$ cat config.mk
export PLATFORM = sky130hd
export DESIGN_NAME = fft_seq_ctrl
export DESIGN_NICKNAME = d
export VERILOG_FILES = /design/src/rtl/fft_seq_pkg.sv /design/src/rtl/fft_seq_addr.sv /design/src/rtl/fft_seq_wbpipe.sv /design/src/rtl/fft_seq_ctrl.sv
export SDC_FILE = /design/constraint.sdc
export NUM_CORES = 1
export LEC_CHECK = 0
export ABC_AREA = 1
export BUFFER_PORTS_ARGS = -buffer_cell sky130_fd_sc_hd__buf_2
export CAP_MARGIN = 0
export CORE_MARGIN = 3
export CORE_UTILIZATION = 30
export CTS_CLUSTER_SIZE = 25
export DETAILED_ROUTE_END_ITERATION = 10
export PLACE_DENSITY = 0.53
export SLEW_MARGIN = 5
export SYNTH_ARGS = -nofsm -noshare
export SYNTH_HDL_FRONTEND = slang
export SYNTH_SLANG_ARGS = --single-unit
$ cat constraint.sdc
create_clock -name clk -period 4.2 [get_ports clk]
set_input_delay 0.42 -clock clk [delete_from_list [all_inputs] [get_ports clk]]
set_output_delay 0.42 -clock clk [all_outputs]
set_load 0.05 [all_outputs]
$ cat src/rtl/fft_seq_pkg.sv
package fft_seq_pkg;

    typedef enum logic [2:0] {
        S_IDLE,
        S_LOAD,
        S_READ,
        S_DRAIN,
        S_UNLOAD,
        S_DONE
    } seq_state_t;

    localparam logic [1:0] PH_IDLE    = 2'd0;
    localparam logic [1:0] PH_LOAD    = 2'd1;
    localparam logic [1:0] PH_COMPUTE = 2'd2;
    localparam logic [1:0] PH_UNLOAD  = 2'd3;

endpackage

$ cat src/rtl/fft_seq_addr.sv
module fft_seq_addr #(
    parameter int AW  = 10,
    parameter int STW = 4
) (
    input  logic [AW-2:0]  bfly,
    input  logic [STW-1:0] stage,
    input  logic [STW-1:0] log_n,
    output logic [AW-1:0]  addr_a,
    output logic [AW-1:0]  span,
    output logic [AW-2:0]  tw
);
    logic [AW-2:0]  low_mask;
    logic [AW-2:0]  pos;
    logic [AW-2:0]  grp;
    logic [STW-1:0] tw_shift;

    always_comb begin
        low_mask = ((AW-1)'(1) << stage) - (AW-1)'(1);
        pos      = bfly & low_mask;
        grp      = bfly >> stage;
        addr_a   = ((AW'(grp) << stage) << 1) | AW'(pos);
        span     = AW'(1) << stage;
        tw_shift = log_n - STW'(1) - stage;
        tw       = pos << tw_shift;
    end
endmodule

$ cat src/rtl/fft_seq_wbpipe.sv
module fft_seq_wbpipe #(
    parameter int W   = 11,
    parameter int LAT = 2
) (
    input  logic         clk,
    input  logic         rst_n,
    input  logic         in_v,
    input  logic [W-1:0] in_d,
    output logic         out_v,
    output logic [W-1:0] out_d
);
    logic         v_q [LAT];
    logic [W-1:0] d_q [LAT];

    always_ff @(posedge clk) begin
        if (!rst_n) begin
            for (int i = 0; i < LAT; i++) begin
                v_q[i] <= 1'b0;
                d_q[i] <= '0;
            end
        end else begin
            v_q[0] <= in_v;
            d_q[0] <= in_d;
            for (int i = 1; i < LAT; i++) begin
                v_q[i] <= v_q[i-1];
                d_q[i] <= d_q[i-1];
            end
        end
    end

    assign out_v = v_q[LAT-1];
    assign out_d = d_q[LAT-1];
endmodule

$ cat src/rtl/fft_seq_ctrl.sv
module fft_seq_ctrl
    import fft_seq_pkg::*;
#(
    parameter  int MAX_LOG = 10,
    parameter  int MIN_LOG = 3,
    parameter  int LAT     = 2,
    localparam int AW      = MAX_LOG,
    localparam int SELW    = $clog2(MAX_LOG - MIN_LOG + 1),
    localparam int STW     = $clog2(MAX_LOG + 1),
    localparam int DCW     = (LAT > 1) ? $clog2(LAT) : 1
) (
    input  logic            clk,
    input  logic            rst_n,
    input  logic            start,
    input  logic [SELW-1:0] size_sel,
    output logic            busy,
    output logic [1:0]      phase,
    output logic            rd_en,
    output logic [AW-1:0]   rd_addr,
    output logic            rd_opnd,
    output logic [AW-2:0]   tw_addr,
    output logic            wr_en,
    output logic [AW-1:0]   wr_addr,
    output logic            wr_opnd,
    output logic [STW-1:0]  stage,
    output logic [AW-2:0]   bfly,
    output logic            done
);
    seq_state_t     state_q, state_d;
    logic [STW-1:0] log_q;
    logic [AW-1:0]  cnt_q;
    logic [STW-1:0] stg_q;
    logic [DCW-1:0] dcnt_q;

    logic [AW-1:0]  nmask;
    logic [AW-1:0]  rev;
    logic           cnt_last;
    logic           drain_last;
    logic           stage_last;

    logic [AW-1:0]  addr_a;
    logic [AW-1:0]  span;
    logic [AW-2:0]  tw_c;

    logic           pipe_v;
    logic [AW:0]    pipe_d;
    logic [AW-1:0]  rd_addr_c;
    logic           rd_opnd_c;
    logic           rd_cmp;

    // Helpers: size mask, bit reversal over log2(N), end-of-count flags.
    always_comb begin
        nmask = '0;
        rev   = '0;
        for (int i = 0; i < AW; i++) begin
            nmask[i] = (i < int'(log_q));
            for (int j = 0; j < AW; j++) begin
                if (i < int'(log_q) && j == int'(log_q) - 1 - i) begin
                    rev[i] = cnt_q[j];
                end
            end
        end
        cnt_last   = (cnt_q == nmask);
        drain_last = (dcnt_q == DCW'(LAT - 1));
        stage_last = (stg_q == log_q - STW'(1));
    end

    fft_seq_addr #(.AW(AW), .STW(STW)) u_addr (
        .bfly   (cnt_q[AW-1:1]),
        .stage  (stg_q),
        .log_n  (log_q),
        .addr_a (addr_a),
        .span   (span),
        .tw     (tw_c)
    );

    // State register
    always_ff @(posedge clk) begin
        if (!rst_n) state_q <= S_IDLE;
        else        state_q <= state_d;
    end

    // Transitions
    always_comb begin
        state_d = state_q;
        unique case (state_q)
            S_IDLE:   if (start)      state_d = S_LOAD;
            S_LOAD:   if (cnt_last)   state_d = S_READ;
            S_READ:   if (cnt_last)   state_d = S_DRAIN;
            S_DRAIN:  if (drain_last) state_d = stage_last ? S_UNLOAD : S_READ;
            S_UNLOAD: if (cnt_last)   state_d = S_DONE;
            S_DONE:                   state_d = S_IDLE;
            default:                  state_d = S_IDLE;
        endcase
    end

    // Counters
    always_ff @(posedge clk) begin
        if (!rst_n) begin
            log_q  <= STW'(MIN_LOG);
            cnt_q  <= '0;
            stg_q  <= '0;
            dcnt_q <= '0;
        end else begin
            unique case (state_q)
                S_IDLE: begin
                    cnt_q <= '0;
                    stg_q <= '0;
                    if (start) log_q <= STW'(MIN_LOG) + STW'(size_sel);
                end
                S_LOAD, S_READ, S_UNLOAD: begin
                    cnt_q  <= cnt_last ? '0 : cnt_q + AW'(1);
                    dcnt_q <= '0;
                end
                S_DRAIN: begin
                    dcnt_q <= dcnt_q + DCW'(1);
                    if (drain_last && !stage_last) stg_q <= stg_q + STW'(1);
                end
                default: begin
                    cnt_q <= '0;
                end
            endcase
        end
    end

    fft_seq_wbpipe #(.W(AW + 1), .LAT(LAT)) u_wb (
        .clk   (clk),
        .rst_n (rst_n),
        .in_v  (rd_cmp),
        .in_d  ({rd_opnd_c, rd_addr_c}),
        .out_v (pipe_v),
        .out_d (pipe_d)
    );

    // Outputs
    always_comb begin
        rd_cmp    = (state_q == S_READ);
        rd_opnd_c = rd_cmp & cnt_q[0];
        rd_addr_c = '0;
        if (rd_cmp)                   rd_addr_c = addr_a + (cnt_q[0] ? span : '0);
        else if (state_q == S_UNLOAD) rd_addr_c = cnt_q;

        busy    = (state_q != S_IDLE);
        done    = (state_q == S_DONE);
        rd_en   = rd_cmp || (state_q == S_UNLOAD);
        rd_addr = rd_addr_c;
        rd_opnd = rd_opnd_c;
        tw_addr = rd_cmp ? tw_c : '0;
        stage   = stg_q;
        bfly    = rd_cmp ? cnt_q[AW-1:1] : '0;
        wr_en   = (state_q == S_LOAD) || pipe_v;
        wr_addr = (state_q == S_LOAD) ? rev : pipe_d[AW-1:0];
        wr_opnd = pipe_v & pipe_d[AW];

        unique case (state_q)
            S_LOAD:           phase = PH_LOAD;
            S_READ, S_DRAIN:  phase = PH_COMPUTE;
            S_UNLOAD:         phase = PH_UNLOAD;
            default:          phase = PH_IDLE;
        endcase
    end
endmodule

# Yosys cells after proc, flatten, opt, wreduce, memory -nomap -nowiden

Memory sizes are Yosys's and may differ from the RTL's.
Cells that the tools add are included.

Flip-flop bits (word level): 22
Bits in writable memories: 24
Memories kept: 2
Input bits: 6
Output and inout port bits: 50
Logic and storage cells: 399
Latch bits: 0
Bits in read-only memories: 0

Memories:

| memory   | depth | width | read ports | clocked after memory_dff | write ports | line                 | text |
|---|---|---|---|---|---|---|---|
| u_wb.d_q | 2     | 11    | 2          | 0                        | 2           | fft_seq_wbpipe.sv:13 | `logic [W-1:0] d_q [LAT];` |
| u_wb.v_q | 2     | 1     | 2          | 0                        | 2           | fft_seq_wbpipe.sv:12 | `logic v_q [LAT];` |

Shifts and indexed selects: 5
Multiply operators: 0
Equal/unequal tests: 103
Bitwise logic cells: 8
Reduce and logical (&&, ||, !) cells: 123
Add/subtract/negate cells: 18
Multiplexer cells: 125
Div/mod/pow operators: 0
Order comparisons: 10

Operators with widths:

| operator                                                            | count |
|---|---|
| 4-bit by 32-bit == test with 1-bit output, first input constant     | 32 |
| 3-bit by 32-bit == test with 1-bit output, first input constant     | 16 |
| 5-bit by 32-bit == test with 1-bit output, first input constant     | 16 |
| 32-bit logical NOT                                                  | 10 |
| 2-bit by 32-bit == test with 1-bit output, first input constant     | 8 |
| 1-bit 2-to-1 mux                                                    | 104 |
| 1-bit logical AND                                                   | 101 |
| 10-bit 2-to-1 mux                                                   | 5 |
| 4-bit by 6-bit == test with 1-bit output, first input constant      | 4 |
| 5-bit by 4-bit subtractor with 6-bit output, second input constant  | 4 |
| 11-bit 2-to-1 mux                                                   | 2 |
| 4-bit by 5-bit == test with 1-bit output, first input constant      | 4 |
| 10-bit case mux with 2 select lines                                 | 1 |
| 3-bit 2-to-1 mux                                                    | 6 |
| 9-bit 2-to-1 mux                                                    | 2 |
| 9-bit by 4-bit << shifter with 9-bit output                         | 2 |
| 3-bit by 4-bit < comparator with 1-bit output, first input constant | 4 |
| 3-bit case mux with 5 select lines                                  | 1 |
| 3-bit by 6-bit == test with 1-bit output, first input constant      | 2 |
| 5-bit by 6-bit == test with 1-bit output, first input constant      | 2 |
| 2-bit != test, second input constant                                | 6 |
| 5-bit by 3-bit subtractor with 6-bit output, second input constant  | 2 |
| 5-bit by 5-bit subtractor with 6-bit output, second input constant  | 2 |
| 10-bit by 1-bit adder with 10-bit output, second input constant     | 1 |
| other kinds (41)                                                    | 55 |

# Logic depth before layout (Yosys ltp)

Gate-level depths: netlist of the first run.

Depth in word-level cells: 15
Gate-level depth with buffers: 25
Gate-level depth less buffers: 23

# By module

Synthesis of the first run repeated with hierarchy kept, for this count alone.

Cells, all modules: 1097
Area total of the unflattened synthesis: 6498.7 um^2

Modules (own cells, without submodules):

| module         | cells an instance | times used | area an instance (um^2) | seq. area each (um^2) |
|---|---|---|---|---|
| fft_seq_ctrl   | 753               | 1          | 4426.7                  | 440.4 |
| fft_seq_addr   | 259               | 1          | 1306.3                  | 0.0 |
| fft_seq_wbpipe | 85                | 1          | 765.7                   | 480.5 |

# Least setup slack after synthesis of the first run

Ideal clock, no wire load.

Path type: reg-to-output
From: reg stg_q[0], in the netlist stage[0]
To: out rd_addr[8]
Slack: -0.150 ns
Cell stages (with the launch flop): 25
Required time: 3.780 ns
Path buffers: 3
Arrival: 3.930 ns
Path through: dfxtp_1 -> buf_4 -> inv_2 -> buf_4 -> clkbuf_1 -> ha_1 -> inv_1 -> nor2_1 -> inv_1 -> ha_1 -> nor2_1 -> inv_1 -> o21ai_0 -> fa_1 -> nand3_1 -> nand2_1 -> nand2_1 -> nand2_1 -> a21oi_1 -> nor2_1 -> o21ai_0 -> nand2_1 -> a21oi_1 -> o21ai_0 -> nand2_1

Longest elaborated chain between the ends: 6
Elaborated cells on any way between the ends: 10
Those cells by class: add/sub (2); shift (4); mux (2); bitwise (2)

Ends and longest elaborated chain:

| element                                     | line                | text |
|---|---|---|
| start, declared                             | fft_seq_ctrl.sv:32  | `logic [STW-1:0] stg_q;` |
| start signal, assigned                      | fft_seq_ctrl.sv:117 | `if (drain_last && !stage_last) stg_q <= stg_q + STW'(1);` |
| 1-bit by 4-bit << shifter with 9-bit output | fft_seq_addr.sv:18  | `low_mask = ((AW-1)'(1) << stage) - (AW-1)'(1);` |
| 9-bit by 2-bit subtractor with 9-bit output | fft_seq_addr.sv:18  |  |
| 9-bit AND                                   | fft_seq_addr.sv:19  | `pos = bfly & low_mask;` |
| 10-bit by 9-bit OR with 10-bit output       | fft_seq_addr.sv:21  | `addr_a = ((AW'(grp) << stage) << 1) \| AW'(pos);` |
| 10-bit adder (*)                            | fft_seq_ctrl.sv:140 | `if (rd_cmp) rd_addr_c = addr_a + (cnt_q[0] ? span : '0);` |
| 10-bit 2-to-1 mux (*)                       | fft_seq_ctrl.sv:140 |  |
| end, declared                               | fft_seq_ctrl.sv:19  | `output logic [AW-1:0] rd_addr,` |

Mark *: on every way between the ends. The rest lies on a longest branch, timed or not.

# Worst setup path after layout of the first run

From: reg stg_q[1], in the netlist stage[1]
To: out rd_addr[7]

The elaborated chain is that of the path after synthesis.

==> results of run 1 <==
-- worst max-delay path, stage by stage (launching register included) --
cell and delay [ns]:
dfxtp_1 0.35, inv_1 0.11, buf_4 0.19, ha_2 0.22, nand2_1 0.10, ha_1 0.20, inv_1 0.10, a21oi_1 0.07
o21ai_1 0.14, o21ai_0 0.15, ha_1 0.34, a21o_1 0.22, a31oi_4 0.18, nor2_1 0.07, o21ai_0 0.15, nand2_1 0.08
a21oi_1 0.11, o21ai_0 0.13, nand2_1 0.09, clkbuf_4 0.23
-- Yosys cell counts, drive strengths merged (4+ instances only) --
cell / count
a31oi: 7
clkbuf: 14
nor4: 7
nand2: 245
dfxtp: 46
nor3: 26
o211ai: 15
o22ai: 6
nor2: 105
nand4: 26
inv: 114
buf: 26
o221ai: 4
nand3b: 4
nand3: 80
xor2: 15
ha: 71
clkinv: 4
a21oi: 54
or2: 5
o21ai: 76
-- per-layer routing --
layer / part of all wire / vias up
met1: 0.46 / 3133
met3: 0.059 / 35
met4: 0.023 / 0
met2: 0.46 / 227
met5: 0 / -
li1: - / 3396
-- kinds of logic (layout without fill, tap and decap cells) --
| kind of cell | after synthesis | count (layout) | synth area share |
|---|---|---|---|
| AO/OA/AOI/OAI | 179 | 179 | 0.1703 |
| XOR/XNOR | 16 | 16 | 0.02775 |
| adder cells (fa/ha/maj) | 73 | 73 | 0.1548 |
| buffers and inverters | 158 | 224 | 0.1097 |
| flip-flops | 46 | 46 | 0.1536 |
| other | 1 | 2 | 0.0006253 |
| AND/OR/NAND/NOR | 500 | 500 | 0.3833 |
-- final timing paths --
path	start	end	slack, ns	cells past startpoint
max reg2reg	stage[1]	u_wb.d_q[0][8]	1.02	21
min reg2reg	u_wb.d_q[0][3]	u_wb.d_q[0][14]	0.41	2
max	stage[1]	rd_addr[7]	0.25	19
min	u_wb.d_q[0][3]	u_wb.d_q[0][14]	0.41	2
-- metrics by stage --
step | util | std cells | hold slack (ns) | setup slack (ns) | cell area (µm²)
2_1_floorplan | - | 973 | 0.3864 | 0.03157 | 6002
6_report | 0.3576 | 1305 | 0.4127 | 0.2491 | 6982
3_5_place_dp | 0.3433 | 1294 | 0.3969 | 0.2591 | 6704
4_1_cts | 0.3512 | 1302 | 0.4134 | 0.02104 | 6858
3_3_place_gp | 0.3433 | 1294 | 0.3938 | 0.2054 | 6704
5_1_grt | 0.3574 | 1304 | 0.4416 | -0.02261 | 6979
-- timing repair --
| item | in CTS | in global routing |
|---|---|---|
| endpoints found under the setup margin | 1 | 8 |
| pin swaps | 0 | 2 |
| resized for setup | 2 | 34 |
| setup buffers | 0 | 2 |
-- layout make-up --
cell class	instances	area share
multi-input combinational	769	0.6444
inverter	118	0.06487
sequential	46	0.1321
antenna	1	0.0003584
tap	265	0.04749
clock buffer	5	0.01792
clock inverter	3	0.003584
timing repair buffer	98	0.08925
-- registers in the layout (all words and copies together), names as in the netlist --
| name | count |
|---|---|
| dcnt_q | 1 |
| u_wb.d_q | 22 |
| cnt_q | 10 |
| state_q | 3 |
| stage | 4 |
| u_wb.v_q | 2 |
| log_q | 4 |
-- placed cells by master, fill, tap and decap left out, drive strengths merged, types with 6 or more instances in the layout --
master  instances
nand2         245
inv           115
nor2          105
buf            95
nand3          80
o21ai          76
ha             71
a21oi          54
dfxtp          46
nand4          26
nor3           26
o211ai         15
xor2           15
clkbuf          8
a31oi           7
nor4            7
o22ai           6
-- power groups by stage --
| stage | logic, mW | registers, mW | clock network [mW] |
|---|---|---|---|
| 4_1_cts | 3.12 | 0.536 | 0.413 |
| 2_1_floorplan | 2.22 | 0.584 | 0 |
| 3_3_place_gp | 3.12 | 0.543 | 0 |
| 6_report | 3.22 | 0.540 | 0.408 |
| 5_1_grt | 3.61 | 0.547 | 0.425 |
| 3_5_place_dp | 3.10 | 0.545 | 0 |
==> results.ini, run 1 <==
[status]
status=finished, final reports clean

[die]
core_area_mm2=0.01953
dieHeight_um=147.4
initial_core_util=0.3071
io-pin-count=56
rows=51
die_width_um=147.4
dieArea_mm2=0.02172

[pwr]
p_int_mw=1.722
power.share.clock=0.098
power_frac_comb=0.772
power_mw=4.163
seq_power_share=0.130
p_sw_frac=0.5862
peakVddDrop_mv=0.2290
p_leak_nw=3.314
power.switching_mw=2.440
power.density_mw_per_mm2=596.2

[grt]
grt_first_pass_wirelength_mm=34.38
grtUsageMet1=0.2751
grt_pass1_vias=6245
top_usage_layer=met2
antenna_found_initial=0
grtUsageMet2=0.3253
grt_util_met3=0.02820
gr-usage-all-layers=0.1979
grt_overflow=0
grt_max_degree=26

[timing]
report.final.hold_viol_count=0
max_freq_ghz=0.2531
post-route-min-period_ns=3.951
relSlewSlack=0.5226
maxSlewViolCount=0
worst_pin_slew_ns=0.7134
finalClockSkew_ns=0.003239
finalSetupViolCount=0
final.setup.tns_ns=0
post-route-period-util=0.9407
rsz0062_at_grt=yes

[clock_network]
clock_path_buffers=2
insertion_delay_ns=0.29
root_buffer=clkbuf_16
hold_buffers=0
clkSinkCount=46
clkTransAtPathRegs_ns=0.07
tritoncts=done
numCtsBuffers=5
htreeDepth=2

[logic_synthesis]
yosys_warnings=0
synth_seq_cells=46
ys_seq_area_frac=0.1536
yosys_most_used_dff=dfxtp_1
synth_cell_type_count=60
synthArstFlopShare=0
synthesis.area_mm2=0.005997
synth.top_cell.area_share=0.1536
synth_area_leaders=dfxtp_1, ha_1, nand2_1
synth_edf_count=0
synth_top_area_cell=dfxtp_1
avgSynthCellArea_um2=6.163
syn-num-nets=1052
synthCells=973

[final_layout]
area_growth_syn_to_layout_pct=16.42
multi_input_area_mm2=0.004499
nFillCells=2241
nets=1117
drive_gt1_frac=0.1646
ff_latch_area_um2=922.1

[detailed_routing]
drc=0
drtPass1Iterations=6
viasPerCell=5.204
first_iter_violations=738
vias=6791
wl_mm=22.12
wl_per_cell_um=16.95
postRouteAntennaNets=0

[place]
dp_hpwl_mm=17.51
io_buffers=55
gp_congestion=0.9271

[critical_path]
crit_path_end_kind=primary output
cp-start-kind=flip-flop
path_class=flip-flop to primary output
arrival_ns=3.53
required_ns=3.78
cp_max_fo=13

[flow_run]
maxCapViolCount=0

[worst_hold_path]
hp-class=flip-flop to flip-flop

Note: power is estimated with default switching activity, not from simulation.
==> inputs of run 2 (changes only) <==
Settings changed: PLACE_DENSITY 0.53 to 0.55.
Clock period 4.2 ns to 3.4 ns, I/O delays scaled along.
==> run 2 against run 1 <==
  * The run now ends with setup timing left
  * Clock power up 27%
  * Hold slack worse by 0.052 ns
  * First-iteration DRC count down 23%
  * Global-route usage up 1.8 points
  * Count of clock-buffer cells in the layout unchanged
  * Register-to-register slack worse by 1.1 ns
  * Clock skew up 0.00055 ns
  * Via count up 12%
  * Critical path type unchanged
==> results.ini, run 2 (synthesis gave the netlist of run 1 again) <==
[detailed_routing]
drc=0
vias=7590
drtPass1Iterations=7
first_iter_violations=569
postRouteAntennaNets=0
viasPerCell=5.181
wl_per_cell_um=16.87
wl_mm=24.71

[grt]
grt_pass1_vias=7076
gr-usage-all-layers=0.2154
grt_max_degree=26
grt_first_pass_wirelength_mm=37.87
antenna_found_initial=0
grt_overflow=0

[timing]
post-route-period-util=1.074
fin_hold_ws_ns=0.3610
max_freq_ghz=0.2740
fin_ws_ns=-0.2499
finalClockSkew_ns=0.003784
relSlewSlack=0.3683
worst_pin_slew_ns=0.9465
report.final.hold_viol_count=0
rsz0062_at_grt=yes
maxSlewViolCount=0
finalSetupViolCount=8
post-route-min-period_ns=3.650

[clock_network]
insertion_delay_ns=0.29
clkTransAtPathRegs_ns=0.07
htreeDepth=2
clkSinkCount=46
root_buffer=clkbuf_16
tritoncts=done
clock_path_buffers=2
numCtsBuffers=5
hold_buffers=0

[critical_path]
reg2reg_to=u_wb.d_q[0][8]
rr_worst_depth=22
arrival_ns=3.31
crit_path_end_kind=primary output
path_cells=clkinvlp_4, ha_4, inv_4, nor2_4, inv_2, buf_4, buf_4, buf_4, buf_4, buf_4, buf_4, buf_4, buf_4, buf_4, buf_4, buf_4, buf_4, buf_4, nor2_1, o21ai_1, nand2_1, buf_6
cp-start-kind=flip-flop
slowest_delay_ns=0.37
required_ns=3.06
crit_top_cell=buf_4
r2r_slack_ns=-0.09
r2r-start=stage[1]
path_class=flip-flop to primary output
cp_max_fo=7
critPathSlowestCell=dfxtp_4

[final_layout]
mostFrequentLayoutCell=nand2_1
nets=1278
diodes=0
largest_reg_flops=22
reg_top3=u_wb.d_q (22), cnt_q (10)
area_growth_syn_to_layout_pct=50.85
final_cell_mix=nand2_1, buf_4, inv_1
top_register=u_wb.d_q
stdcell_area_mm2=0.009046
drive_gt1_frac=0.3658
nFillCells=2030

[pwr]
power.density_mw_per_mm2=774.0
power_mw=7.001
peakVddDrop_mv=0.4210
p_leak_nw=4.295

[die]
initial_core_util=0.3071
rows=51
die_width_um=147.4
dieArea_mm2=0.02172
io-pin-count=56
core_area_mm2=0.01953
dieHeight_um=147.4

[worst_hold_path]
hold_path_startpoint=size_sel[2]
hp-class=input port to flip-flop
min_path_cells=3
min_to=log_q[3]

[place]
placed_cell_area_mm2=0.007605
dp_slack_ns=-0.1727
gp_congestion=0.9592
io_buffers=55
dp_hpwl_mm=18.68

[status]
status=finished, violations left
violations=setup timing

[flow_run]
maxCapViolCount=0

-- run 2: changes by cell type in the layout (fill, tap and decap cells not counted), sizes merged --
cell / previous run / this run
buf: 95 / 258
clkbuf: 8 / 6
diode: 1 / 0
-- run 2: worst max path at each step --
| stage | end | from | slack [ns] |
|---|---|---|---|
| global placement | rd_addr[8] | stage[1] | -0.18 |
| detailed placement | rd_addr[8] | stage[1] | -0.17 |
| finish | rd_addr[0] | stage[1] | -0.25 |
| CTS | rd_addr[8] | stage[0] | -0.17 |
| floorplan | rd_addr[8] | stage[2] | -0.08 |
| global route | rd_addr[8] | stage[1] | -0.37 |
-- run 2: critical path, delay by kind of cell (launching register included) --
| family | cells | cell delay, ns |
|---|---|---|
| compound gates | 1 | 0.10 |
| buf+inv | 17 | 2.04 |
| fa+ha+maj | 1 | 0.19 |
| simple gates | 3 | 0.33 |
| flops | 1 | 0.37 |
-- run 2: what timing repair did --
| action | 4_1_cts | 5_1_grt |
|---|---|---|
| resized for setup | 128 | 99 |
| buffers inserted | 44 | 14 |
| pin swaps | 52 | 72 |
| setup endpoints to repair | 18 | 25 |
-- run 2: metrics by stage --
stage / utilization / TNS, ns / instances
floorplan: - / -0.08284 / 973
global placement: 0.3895 / -0.4641 / 1399
detailed placement: 0.3895 / -0.6936 / 1399
CTS: 0.4375 / -0.6334 / 1451
global route: 0.4633 / -2.753 / 1465
finish: 0.4633 / -0.8826 / 1465
-- run 2: per-layer routing --
metal,track usage,wire (µm),vias to the layer above
li1,-,-,3710
met4,0.07549,993,0
met1,0.2882,11010,3535
met2,0.3618,11280,279
met3,0.02361,1423,66
met5,0,0,-
-- run 2: final cells by class --
class / count / area [µm²] / area share
Multi-Input combinational cell: 769 / 5120 / 0.5660
Timing Repair Buffer: 259 / 2032 / 0.2246
Sequential cell: 46 / 934.6 / 0.1033
Inverter: 118 / 474.2 / 0.05242
Tap cell: 265 / 331.6 / 0.03665
Clock buffer: 5 / 125.1 / 0.01383
Clock inverter: 3 / 28.78 / 0.003181
-- run 2: power breakdown --
part	internal [mW]	switching (mW)
clock network	0.282	0.238
registers	0.611	0.0616
logic	2.41	3.40
==> inputs of run 3 (changes only) <==
Settings changed: CORE_ASPECT_RATIO set to 0.75, CORE_UTILIZATION 30 to 45, PLACE_DENSITY 0.55 to not set, PLACE_DENSITY_LB_ADDON set to 0.3.
==> run 3 against run 2 <==
  * The flow still finishes with violations (setup timing)
  * First-iteration DRC count grew 75%
  * Clock power shrank 7.3%
  * Flip-flop and latch count did not move
  * Global-route usage increased by 8.3 points
  * Highest routed layer unchanged
==> results.ini, run 3 (synthesis gave the netlist of run 1 again) <==
[status]
status=finished, violations left
violations=setup timing

[critical_path]
path_cells=clkinvlp_4, buf_4, buf_6, ha_4, nand2_4, buf_4, nand3_1, o21ai_2, o311ai_2, ha_1, a21oi_2, nor2_2, o21ai_1, nand2_1, a21oi_2, o21ai_2, nand2_2, buf_8
slowest_delay_ns=0.38
required_ns=3.06
crit_family=compound AO/OA/AOI/OAI gates
cp-start-kind=flip-flop
critPathBufInv=5
critPathSlowestCell=ha_1
path_class=flip-flop to primary output
arrival_ns=3.35
crit_path_end_kind=primary output
cp_max_fo=4

[pwr]
power.density_mw_per_mm2=753.4
p_sw_frac=0.5460
p_leak_nw=4.032
power_mw=6.400
power.switching_mw=3.495
power_frac_comb=0.819
power.share.clock=0.075
peakVddDrop_mv=0.4495
seq_power_share=0.106
p_int_mw=2.906

[timing]
rsz0062_at_grt=yes
post-route-period-util=1.086
fin_ws_ns=-0.2933
relSlewSlack=0.3480
max_freq_ghz=0.2708
maxSlewViolCount=0
post-route-min-period_ns=3.693
finalClockSkew_ns=0.007074
report.final.hold_viol_count=0
finalSetupViolCount=9
worst_pin_slew_ns=0.9769

[place]
dp_hpwl_mm=17.25
placed_cell_area_mm2=0.007256
dp.cells=1270
gp_congestion=0.9983
io_buffers=55

[detailed_routing]
vias=7473
postRouteAntennaNets=0
first_iter_violations=996
drtPass1Iterations=5
wl_mm=23.33
viasPerCell=5.666
wl_per_cell_um=17.68
drc=0

[final_layout]
stdcell_area_mm2=0.008496
ff_latch_area_um2=932.1
diodes=0
top_register=u_wb.d_q
nets=1231
final_cell_mix=nand2_1, buf_4, inv_1
nFillCells=1078
mostFrequentLayoutCell=nand2_1
stdcell_count=1319
area_growth_syn_to_layout_pct=41.66
drive_gt1_frac=0.3382
largest_reg_flops=22
multi_input_area_mm2=0.005060
reg_top3=u_wb.d_q (22), cnt_q (10)
fin_util=0.6713

[die]
initial_core_util=0.4739
dieHeight_um=106.0
rows=35
io-pin-count=56
core_area_mm2=0.01266
dieArea_mm2=0.01476
die_width_um=139.3

[grt]
antenna_found_initial=0
gr-usage-all-layers=0.2985
grt_overflow=0
grt_pass1_vias=6808
grt_max_degree=41
grt_first_pass_wirelength_mm=36.06

[clock_network]
root_buffer=clkbuf_16
insertion_delay_ns=0.29
clkTransAtPathRegs_ns=0.07
tritoncts=done
numCtsBuffers=5
htreeDepth=2
clkSinkCount=46
clock_path_buffers=2

[worst_hold_path]
hp-class=input port to flip-flop

[flow_run]
maxCapViolCount=0

## run 3: cell count changes in the layout (fill, tap and decap cells not counted), sizes merged
cell	previous run	this run
clkbuf	6	8
inv	115	113
clkinvlp	1	2
clkinv	5	6
buf	258	209
## run 3: path summary, 6_finish.rpt
check | startpoint | to | slack [ns] | cells after the start
max reg2reg | stage[1] | u_wb.d_q[0][9] | -0.13 | 22
min | size_sel[2] | log_q[3] | 0.37 | 3
min reg2reg | u_wb.d_q[0][10] | u_wb.d_q[0][21] | 0.41 | 2
max | stage[1] | rd_addr[8] | -0.29 | 18
## run 3: power by group through the flow
stage                     clock, mW  combinational (mW)  sequential, mW
after floorplan                   0                2.84           0.729
after global placement            0                4.23           0.670
after detailed placement          0                4.26           0.671
after CTS                     0.495                4.75           0.666
after global routing          0.511                5.71           0.683
final                         0.482                5.24           0.676
## run 3: worst min-delay path: stages
cell and delay (ns):
buf_2 0.11, o211ai_1 0.09, a21oi_1 0.07
## run 3: through the flow
step                      setup TNS (ns)  hold WS (ns)  worst slack, ns
after floorplan                 -0.08284        0.3864         -0.08284
after global placement           -0.4085        0.3939          -0.1287
after detailed placement         -0.6082        0.3994          -0.1670
after CTS                        -0.4225        0.3647          -0.1280
after global routing              -3.288        0.3853          -0.4523
final                             -1.260        0.3684          -0.2933
## run 3: area by class of cell
type / count / area share
clock buffers: 5 / 0.01473
clock inverters: 3 / 0.002504
inverters: 118 / 0.05464
multi-input cells: 769 / 0.5956
flip-flops and latches: 46 / 0.1097
well taps: 166 / 0.02445
repair buffers: 212 / 0.1984
## run 3: repair_timing
| item | CTS | global route |
|---|---|---|
| cloned | 1 | 0 |
| setup buffers | 23 | 26 |
| resized for setup | 116 | 102 |
| pin swaps | 28 | 46 |
| endpoints found under the hold margin | 0 | 0 |
| endpoints found under the setup margin | 20 | 28 |
| hold buffers | 0 | 0 |
## run 3: per-layer routing
layer / wire (µm) / share of wire / up-vias / track usage
li1: - / - / 3618 / -
met1: 10380 / 0.45 / 3411 / 0.4495
met2: 9921 / 0.43 / 414 / 0.4452
met3: 2699 / 0.12 / 30 / 0.05980
met4: 320 / 0.014 / 0 / 0.04609
met5: 0 / 0 / - / 0
